--- src/rtl/prio_intc.sv ---
module prio_intc #(
  parameter int N  = 8,
  parameter int VW = 8
) (
  input  logic          clk,
  input  logic          rst_n,
  input  logic [N-1:0]  irq_in,
  input  logic          ack,
  input  logic          sel,
  input  logic          rd,
  input  logic          wr,
  input  logic          addr,
  input  logic [VW-1:0] wdata,
  output logic [VW-1:0] rdata,
  output logic          int_out
);
  localparam int IW = $clog2(N);
  localparam int BW = VW - IW;

  logic [N-1:0]  irr, isr, mask, prev;
  logic [BW-1:0] base;
  logic [IW-1:0] win_idx;

  wire [N-1:0] rise    = irq_in & ~prev;
  wire [N-1:0] isr_low = isr & (~isr + 1'b1);
  wire [N-1:0] allow   = (isr == '0) ? '1 : isr_low - 1'b1;
  wire [N-1:0] cand    = irr & ~mask & allow;
  wire [N-1:0] win     = cand & (~cand + 1'b1);
  wire [N-1:0] grant   = ack ? win : '0;
  wire         wr0     = sel & wr & ~addr;
  wire         eoi     = wr0 & wdata[0];
  wire         base_wr = wr0 & ~wdata[0];
  wire         mask_wr = sel & wr & addr;

  always_comb begin
    win_idx = IW'(N - 1);
    for (int i = N - 1; i >= 0; i--)
      if (win[i]) win_idx = IW'(i);
  end

  assign int_out = |cand;
  assign rdata   = ack ? {base, win_idx} : (sel & rd & addr) ? VW'(mask) : '0;

  always_ff @(posedge clk) begin
    if (!rst_n) begin
      irr  <= '0;
      isr  <= '0;
      mask <= '1;
      prev <= '0;
      base <= '0;
    end else begin
      irr  <= (irr & ~grant) | rise;
      isr  <= (isr & ~(eoi ? isr_low : '0)) | grant;
      prev <= irq_in;
      if (mask_wr) mask <= wdata[N-1:0];
      if (base_wr) base <= wdata[VW-1:IW];
    end
  end
endmodule

--- config.mk ---
export PLATFORM = sky130hd
export DESIGN_NAME = prio_intc
export DESIGN_NICKNAME = d
export VERILOG_FILES = /design/src/rtl/prio_intc.sv
export SDC_FILE = /design/constraint.sdc
export NUM_CORES = 1
export LEC_CHECK = 0
export ABC_CLOCK_PERIOD_IN_PS = 3000
export BUFFER_PORTS_ARGS = -buffer_cell sky130_fd_sc_hd__buf_2
export CAP_MARGIN = 10
export CORE_MARGIN = 2
export CORE_UTILIZATION = 53
export DETAILED_ROUTE_END_ITERATION = 6
export PLACE_DENSITY = 0.86
export SETUP_SLACK_MARGIN = 0.05
export SLEW_MARGIN = 25
export SYNTH_ARGS = -nofsm -noshare
export SYNTH_HDL_FRONTEND = slang
export SYNTH_SLANG_ARGS = --single-unit
--- constraint.sdc ---
create_clock -name clk -period 3 [get_ports clk]
set_input_delay 0.15 -clock clk [delete_from_list [all_inputs] [get_ports clk]]
set_output_delay 0.15 -clock clk [all_outputs]
set_load 0.01 [all_outputs]
==> results.md, run 1 <==
* Final max-slew violation count at 0
* R2r setup slk at 0.81 ns
* Ys async rst share at 0%
* Worst-margin pin slew at 0.917 ns
* Design internal power at 680 uW
* Slew HR at 38.4%
* GRT Total Usage at 23.7%
* Setup Viol. Count Final at 0
* Slowest stage cell, crit path: or4_4
* Synth Area in Simple Gates at 33.0%
* Synthesized area per cell at 8.69 um^2
* Clock transition at the registers of the reported paths at 0.10 ns
* Min Tclk post-route at 2.30 ns
* Area occupied by multi-input gates at 847 um^2
* HPWL Detailed at 2.68 mm
* Die height at 59.5 um
* Clk Latency, worst-skew pair at 0.34 ns
* Per-cell routed wire length at 14.4 um
* Die width at 59.5 um
* Critical path cell sequence: or4_4, or3_4, a21oi_1, o311ai_0, buf_2
* Nets at 244
* DRT Wirelength at 3.67 mm
* # fillers at 277
* Antenna cells at 0
* Antenna Nets Post-Route at 0
* Clock share of power at 28.7%
* EDFF count, synth at 0
* Sequential share of power at 58.3%
* Vias in the first global route at 1362
* Final worst setup slack at 0.700 ns
* DP Worst Slack at 0.856 ns
* Port Buf Inserts at 31
* Area Overhead vs Synth at 14.8%
* Clock Path Buffers at 2
* Crit path launch type: register
* RSZ-0062 raised after global routing: no
* Critical path capture point type: output pin
* # IOs at 32
* DR vias at 1480
* Syn. warnings at 0
* Worst hold path class: in2reg
* Fmax at 435 MHz
* Combinational power share at 13.0%
* Total chip power at 908 uW
* Cell count after synthesis at 188
* Number of max-cap violations at 0
* Adder-Cell Fraction of Synth Area at 0%
* CP Class: reg2out
* Global-route wire length before repair at 6.19 mm
* Switching part of the total at 25.1%
* Period utilization at 76.7%
* Total CTS buffers at 5
* Compound-Gate Fraction of Synth Area at 15.8%
* Fin. Hold Viols at 0
* Most frequent cells in the layout: dfxtp_1 (37), buf_2 (31), nand2_1 (24)
* CTS Sinks at 37
* Clk_skew at 0.00908 ns
* Crit path arrival time at 2.15 ns
* Pwr/cell area at 485 nW/um^2
* Max incr delay on CP at 0.56 ns
* Core area at 3000 um^2
* Status: finished clean
* Htree depth at 2
* Xor/xnor share of the synthesized area at 0%
* Pleak at 0.000801 uW
* Yosys reg bits at 37
* TritonCTS clock tree: built
* Main combinational cell family by area after synthesis: simple AND/OR/NAND/NOR gates
* Largest net degree at the start of global routing at 27
* Final Core Density at 62.4%
* Synthesized area at 1630 um^2
* Sw Pwr at 228 uW
* Proportion of synthesized area in mux cells at 3.07%
* Post-route DRC at 0
* Worst-path maximum fanout at 9
* Post-synthesis cell type count at 39
* Clock root cell: clkbuf_4
* Most common cell after layout, fill and taps aside: dfxtp_1
* Initial Util at 54.4%
* Max IR drop VDD at 0.351 mV
* Sequential element share of the synthesized area at 45.4%
* Synthesized Nets at 211
* Std-Cell Rows at 20
* Top_reg_cell synth: dfxtp_1
* DRT iter0 DRCs at 87
* Quantity of gates resized following cts at 0
* TNS Setup at 0 ns
* Fraction of layout cells with a size suffix above 1 at 21.7%
* Die Area at 3540 um^2
* Register Area at 741 um^2
* Req. time, crit path at 2.85 ns
* Grt ovf at 0
* GPL Wtd Cong at 0.861
* Antenna violations before repair at 0
* DR vias/cell at 5.83
* First-pass DRT Iterations at 4
## critical path: cells and delay by family (launching register included)
family | cells | cell delay, ns
AND/OR/NAND/NOR | 2 | 0.98
flip-flops | 1 | 0.39
buffers and inverters | 1 | 0.16
AO/OA/AOI/OAI | 2 | 0.29
## stage by stage
step	cells	hold WS (ns)	cell area [um^2]
3_3_place_gp	245	0.360	1800
3_5_place_dp	245	0.364	1800
6_report	254	0.0101	1870
5_1_grt	254	0.00245	1870
4_1_cts	252	0.00351	1850
2_1_floorplan	188	0.272	1630
## layer usage
metal	track usage [%]	routed length [um]	up-vias
met5	0	0	-
met4	7.62	41	0
met3	7.21	215	4
met2	37.0	1730	43
met1	31.3	1680	691
li1	-	-	742
## path summary, 6_finish.rpt
| check | to | start | cells after the start |
|---|---|---|---|
| setup reg to reg | irr[5] | isr[0] | 4 |
| setup / recovery | rdata[0] | isr[0] | 5 |
| hold / removal | prev[0] | irq_in[0] | 2 |
| hold reg to reg | mask[2] | mask[2] | 2 |
## flip-flops by register name, summed over array words and instances, names as in the netlist
| name | count |
|---|---|
| base | 5 |
| irr | 8 |
| isr | 8 |
| mask | 8 |
| prev | 8 |
## synth_stat cells, drive strengths merged (2+ instances only)
cell / instances / area [um^2]
a22o: 7 / 61.3
mux2i: 5 / 50.1
a21oi: 10 / 50.1
nor3: 3 / 15.0
o311ai: 3 / 26.3
nor4b: 2 / 17.5
o31ai: 2 / 15.0
nand4b: 2 / 17.5
or3b: 3 / 26.3
nor2: 16 / 60.1
a31oi: 2 / 12.5
nor2b: 6 / 37.5
and2: 9 / 56.3
and3: 2 / 12.5
nand2: 24 / 90.1
clkbuf: 7 / 26.3
nand3: 11 / 55.1
dfxtp: 37 / 741
nand2b: 6 / 37.5
inv: 2 / 7.51
o21ai: 7 / 35.0
or3: 5 / 38.8
nand4: 2 / 12.5
or4: 3 / 31.3
## logic make-up after synthesis
family | count (synthesis)
buffers and inverters | 10
multiplexers | 5
AND/OR/NAND/NOR | 98
flip-flops | 37
AO/OA/AOI/OAI | 38
## power groups by stage
stage                     registers, uW  logic [uW]  clock network, uW
after global routing                533         131                295
after CTS                           530         116                270
after global placement              540         113                  0
final                               530         118                261
after floorplan                     536        76.7                  0
after detailed placement            541         115                  0
## area by class of cell
cell class	count	share of cell area (%)
timing repair buffer	34	9.75
clock buffer	7	2.94
tap	33	2.20
sequential	37	39.5
multi-input combinational	141	45.2
inverter	2	0.401
## what timing repair did
item                                   in CTS  in global routing
buffers inserted                            0                  0
endpoints found under the hold margin       0                  2
hold buffers                                0                  2
No activity file was read; power rests on OpenSTA's default activity.
==> run 2: changes to the inputs <==
ABC_AREA = 1   (was not set)
ABC_CLOCK_PERIOD_IN_PS = 2200   (was 3000)
clock period = 2.2 ns   (was 3 ns; I/O delays follow)
==> results.md, run 2 <==
* CP Class: reg2out
* Grt ovf at 0 (unchanged)
* DR vias at 1607 (+8.6%)
* Status: finished clean
* RSZ-0062 raised after global routing: no
* Clk_skew at 0.00486 ns (-0.00422 ns)
* Synth top area share at 45.7% (+0.35 points)
* GRT Total Usage at 24.0% (+0.30 points)
* EDFF count, synth at 0 (unchanged)
* Vias in the first global route at 1450 (+6.5%)
* Synthesized Nets at 248 (+18%)
* Max IR drop VDD at 0.494 mV (+41%)
* DRT iter0 DRCs at 67 (-23%)
* # IOs at 32 (unchanged)
* Top_reg_cell synth: dfxtp_1
* Met1 Wirelength at 1.62 mm (-3.7%)
* Total CTS buffers at 5 (unchanged)
* Worst-path maximum fanout at 5 (-4)
* Ys async rst share at 0% (unchanged)
* Crit path arrival time at 1.69 ns (-0.46 ns)
* Std-Cell Rows at 20 (unchanged)
* Antenna cells at 0 (unchanged)
* Worst Reg-to-Reg Cells at 8 (+4)
* Synth top area cells: dfxtp_1 (46%), nand2_1 (10%), inv_1 (7.4%), nand3_1 (6.2%), nor2_1 (6.0%)
* Final max-slew violation count at 0 (unchanged)
* Post-synthesis cell type count at 24 (-38%)
* Max incr delay on CP at 0.33 ns (-0.23 ns)
* Critical path capture point type: output pin
* Nets at 296 (+21%)
* Metal2 WL at 1.81 mm (+4.6%)
* Hold slack final at 0.0117 ns (+0.00163 ns)
* Min Tclk post-route at 1.80 ns
* Sequential element share of the synthesized area at 45.7% (+0.35 points)
* Crit path launch type: register
* TNS Setup at 0 ns (unchanged)
* Antenna Nets Post-Route at 0 (unchanged)
* Clk Latency, worst-skew pair at 0.34 ns (about the same)
* Htree depth at 2 (unchanged)
* R2r setup slk at 0.81 ns (about the same)
* Slowest stage cell, crit path: dfxtp_1
* Slew HR at 70.4% (+32 points)
* Yosys reg bits at 37 (unchanged)
* Worst hold path class: in2reg
* Fin. Hold Viols at 0 (unchanged)
* Die width at 59.3 um (-0.36%)
* HPWL Detailed at 2.69 mm (+0.25%)
* Cell count after synthesis at 225 (+20%)
* Worst-margin pin slew at 0.443 ns (-0.473 ns)
* Yosys top cell by area: dfxtp_1
* Global-route wire length before repair at 6.19 mm (unchanged)
* Pwr/cell area at 619 nW/um^2 (+28%)
* Synthesized area at 1620 um^2 (-0.77%)
* Period utilization at 81.8%
* Setup Viol. Count Final at 0 (unchanged)
* Hold path startpoint: wdata[2]
* Port Buf Inserts at 31 (unchanged)
* Most frequent cell after synthesis: nand2_1
* Commonest cells in the netlist: nand2_1 (43), dfxtp_1 (37), inv_1 (32)
* Quantity of gates resized following cts at 0 (unchanged)
* Reg2reg start: isr[0]
* TritonCTS clock tree: built
* DR vias/cell at 5.23 (-10%)
* CTS Sinks at 37 (unchanged)
* DRT Wirelength at 3.74 mm (+1.9%)
* Synthesized area per cell at 7.20 um^2 (-17%)
* GPL Wtd Cong at 0.913 (+6.1%)
* Number of max-cap violations at 0 (unchanged)
* Largest net degree at the start of global routing at 21 (-22%)
* Fraction of layout cells with a size suffix above 1 at 19.0% (-2.7 points)
* Worst reg2reg path endpoint: irr[6]
* Initial Util at 54.4% (about the same)
* Post-route DRC at 0 (unchanged)
* WHS Path Cells at 3 (+1)
* Antenna violations before repair at 0 (unchanged)
* Post-CTS Setup Repair Bufs at 0 (unchanged)
* First-pass DRT Iterations at 4 (unchanged)
* Clock Path Buffers at 2 (unchanged)
* Die height at 59.3 um (-0.36%)
* Per-cell routed wire length at 12.2 um (-16%)
* Critical path cell sequence: nor2_1, nand3_1, nand2_1, nor2_2, o21ai_1, nand3_1, o21ai_1, buf_2
* Req. time, crit path at 2.09 ns (-0.76 ns)
* Area Overhead vs Synth at 23.3%
* Post-CTS Hold Buffers at 15 (+15)
* Die Area at 3520 um^2 (-0.72%)
* Clock root cell: clkbuf_4
* Pleak at 0.00104 uW (+30%)
* Clock transition at the registers of the reported paths at 0.10 ns (about the same)
* Core area at 2980 um^2 (-0.83%)
* Most common cell after layout, fill and taps aside: nand2_1
* Most frequent cells in the layout: nand2_1 (43), dfxtp_1 (37), inv_1 (32)
* Worst Hold Endpoint: mask[2]
* Top Layer Used: met4
* Fmax at 556 MHz
* Met3 WL at 215 um (unchanged)
* Syn. warnings at 0 (unchanged)
[run 2: changes by cell type in the layout (fill, tap and decap cells not counted), sizes merged, moves of 9 or more]
cell         before  now
dlygate4sd3       2   15
o21ai             7   24
nor2             16   30
inv               2   32
and2              9    0
nand3            11   22
nand2            24   44
[run 2: layout make-up]
cell class              instances  area [um^2]
multi-input cells             149          728
repair buffers                 47          313
clock buffers                   6         41.3
fillers                       272          980
well taps                      33         41.3
clock inverters                 2         10.0
inverters                      33          124
flip-flops and latches         37          741
[run 2: routing by layer]
| layer | global-route usage, % | vias to the layer above |
|---|---|---|
| met4 | 10.7 | 0 |
| met5 | 0 | - |
| met1 | 29.8 | 723 |
| li1 | - | 829 |
| met3 | 6.55 | 8 |
| met2 | 38.6 | 47 |
[run 2: worst max-delay path by stage]
stage	start	end	slack, ns	cells past startpoint
after CTS	isr[0]	rdata[1]	0.41	8
after global routing	isr[3]	rdata[1]	0.22	8
final	isr[3]	rdata[1]	0.40	8
after detailed placement	isr[3]	rdata[1]	0.80	8
after floorplan	isr[1]	irr[7]	0.99	8
after global placement	isr[3]	rdata[1]	0.83	8
[run 2: kinds of logic after synthesis]
group           count (synthesis)  synth area share (%)
simple gates                  109                  31.3
compound gates                 40                  13.7
buf+inv                        39                  9.34
flops                          37                  45.7
[run 2: power breakdown]
part	internal (uW)	leakage [uW]	switching (uW)
sequential	705	0.000305	18.5
clock	122	0.0000320	211
combinational	79.5	0.000706	101
[run 2: worst max-delay path, delay by kind of cell, from the launching register on]
family / cells / cell delay, ns
AND/OR/NAND/NOR: 5 / 0.71
flip-flops: 1 / 0.33
AO/OA/AOI/OAI: 2 / 0.16
buffers and inverters: 1 / 0.15
[run 2: stage by stage]
stage / util [%] / area (um^2) / power [uW] / setup WS (ns) / std cells
3_3_place_gp: 60.3 / 1800 / 893 / 0.830 / 284
5_1_grt: 67.1 / 2000 / 1300 / 0.216 / 307
6_report: 67.1 / 2000 / 1240 / 0.400 / 307
2_1_floorplan: - / 1620 / 837 / 0.991 / 225
4_1_cts: 67.1 / 2000 / 1250 / 0.407 / 307
3_5_place_dp: 60.3 / 1800 / 898 / 0.797 / 284
==> run 3: changes to the inputs <==
ABC_CLOCK_PERIOD_IN_PS = 1470   (was 2200)
CORE_UTILIZATION = 48   (was 53)
PLACE_DENSITY = 0.83   (was 0.86)
clock period = 1.47 ns   (was 2.2 ns; I/O delays follow)
==> results.md, run 3 (synthesized netlist as in run 2, its figures left out) <==
* Status: finished with violations
* Failing checks: negative setup slack
* Initial Util at 49.3% (-5.1 points)
* Worst reg2reg path endpoint: irr[5]
* Area occupied by multi-input gates at 759 um^2 (+4.3%)
* GRT Total Usage at 22.1% (-1.9 points)
* Die width at 62.1 um (+4.7%)
* Htree depth at 2 (unchanged)
* Global-route wire length before repair at 6.73 mm (+8.8%)
* Antenna violations before repair at 0 (unchanged)
* Crit path arrival time at 1.67 ns (-0.02 ns)
* Pleak at 0.00110 uW (+5.0%)
* Final non-filler cell total at 327 (+6.5%)
* DRT iter0 DRCs at 98 (+46%)
* Post-route cell area at 2130 um^2 (+6.4%)
* Vias in the first global route at 1540 (+6.2%)
* Port Buf Inserts at 31 (unchanged)
* Register Area at 743 um^2 (+0.34%)
* DRT Wirelength at 3.98 mm (+6.5%)
* Antenna Nets Post-Route at 0 (unchanged)
* Setup Viol. Count Final at 4 (+4)
* WHS Path Cells at 3 (unchanged)
* Worst Reg-to-Reg Cells at 8 (unchanged)
* Clk_skew at 0.00858 ns (+0.00372 ns)
* TritonCTS clock tree: built
* Fraction of layout cells with a size suffix above 1 at 23.1% (+4.2 points)
* Post-route DRC at 0 (unchanged)
* Area Overhead vs Synth at 31.2%
* Clock Path Buffers at 2 (unchanged)
* Std-Cell Rows at 21 (+5.0%)
* Pwr/cell area at 930 nW/um^2 (+50%)
* # fillers at 292 (+7.4%)
* Fin. Hold Viols at 0 (unchanged)
* DR vias at 1669 (+3.9%)
* Final max-slew violation count at 0 (unchanged)
* Clock root cell: clkbuf_4
* Hold path startpoint: rst_n
* Fmax at 572 MHz
* Clk Latency, worst-skew pair at 0.35 ns (about the same)
* Nets at 303 (+2.4%)
* # IOs at 32 (unchanged)
* R2r setup slk at 0.07 ns (-0.74 ns)
* RSZ-0062 raised after global routing: yes
* Number of max-cap violations at 0 (unchanged)
* CP Class: reg2out
* Total CTS buffers at 5 (unchanged)
* Worst hold path class: in2reg
* HPWL Detailed at 2.69 mm (about the same)
* Worst-margin pin slew at 0.427 ns (-0.0163 ns)
* Core area at 3280 um^2 (+10%)
* GPL Wtd Cong at 1.02 (+12%)
* Req. time, crit path at 1.40 ns (-0.69 ns)
* First-pass DRT Iterations at 4 (unchanged)
* Final worst setup slack at -0.277 ns (-0.677 ns)
* Min Tclk post-route at 1.75 ns
* Per-cell routed wire length at 12.2 um (about the same)
* Slew HR at 71.5% (+1.1 points)
* CTS Sinks at 37 (unchanged)
* Antenna cells at 0 (unchanged)
* DR vias/cell at 5.10 (-2.5%)
* Largest net degree at the start of global routing at 21 (unchanged)
* Most common cell after layout, fill and taps aside: nand2_1
* Reg2reg start: isr[1]
* Die height at 62.1 um (+4.7%)
* Grt ovf at 0 (unchanged)
* Critical path capture point type: output pin
* Most frequent cells in the layout: nand2_1 (41), dfxtp_1 (35), inv_1 (32)
* Max IR drop VDD at 0.628 mV (+27%)
* Dpl cell area at 1830 um^2 (+1.7%)
* Crit path launch type: register
* Clock transition at the registers of the reported paths at 0.10 ns (about the same)
* Die Area at 3860 um^2 (+9.7%)
* Worst-path maximum fanout at 6 (+1)
* Period utilization at 119%
* Worst Hold Endpoint: prev[6]
* Cells after DPL at 299 (+5.3%)
## run 3: cell types whose count changed in the layout (fill, tap and decap cells not counted), sizes merged
cell / before / now
buf: 32 / 38
clkbuf: 6 / 7
clkinv: 3 / 2
dlygate4sd3: 15 / 16
## run 3: timing repair
item | in CTS | in global routing
buffers inserted | 3 | 1
hold endpoints to repair | 24 | 0
setup endpoints to repair | 4 | 13
resized for setup | 7 | 5
hold buffers | 16 | 0
gates cloned | 0 | 0
pin swaps | 2 | 5
## run 3: cell type report
cell class                 instances  share of cell area, %
timing repair buffer              54                   17.5
clock buffer                       7                   3.06
inverter                          33                   5.83
sequential                        37                   35.0
clock inverter                     1                  0.235
tap                               46                   2.71
multi-input combinational        149                   35.7
## run 3: critical path: stages, from the launching register on
cell and delay, ns:
dfxtp_2 0.35, nor2_4 0.20, nand4_1 0.21, nand2_2 0.16
nor2_4 0.05, o21ai_1 0.08, nand3_1 0.08, o21ai_1 0.07
buf_2 0.14
## run 3: routing by layer
metal	wire length [um]	GRT usage, %	part of all wire [%]	vias to the layer above
li1	-	-	-	834
met1	1630	27.3	41	734
met3	316	5.43	7.9	18
met2	1870	35.3	47	83
met5	0	0	0	-
met4	165	12.5	4.1	0
## run 3: report_power, final
part	total (uW)	internal [uW]	leakage, uW	switching [uW]
logic	291	133	0.000748	158
clock network	600	277	0.0000413	323
registers	1090	1060	0.000306	29.9
## run 3: stage by stage
step	utilization [%]	total power (uW)	hold WS [ns]	TNS [ns]	setup slack [ns]
5_1_grt	64.7	2080	0.0274	-1.49	-0.429
2_1_floorplan	-	1250	0.178	0	0.261
4_1_cts	64.0	1970	0.0173	-0.689	-0.217
6_report	64.7	1980	0.0226	-0.899	-0.277
3_3_place_gp	55.7	1340	0.270	0	0.127
3_5_place_dp	55.7	1340	0.272	0	0.110
## run 3: worst max-delay path by stage
| stage | start | to | slack [ns] | cells past startpoint |
|---|---|---|---|---|
| after CTS | isr[0] | rdata[0] | -0.22 | 8 |
| final | isr[1] | rdata[1] | -0.28 | 8 |
| after global routing | isr[1] | rdata[1] | -0.43 | 8 |
| after detailed placement | isr[3] | rdata[1] | 0.11 | 8 |
| after global placement | isr[3] | rdata[0] | 0.13 | 8 |
| after floorplan | isr[1] | irr[7] | 0.26 | 8 |
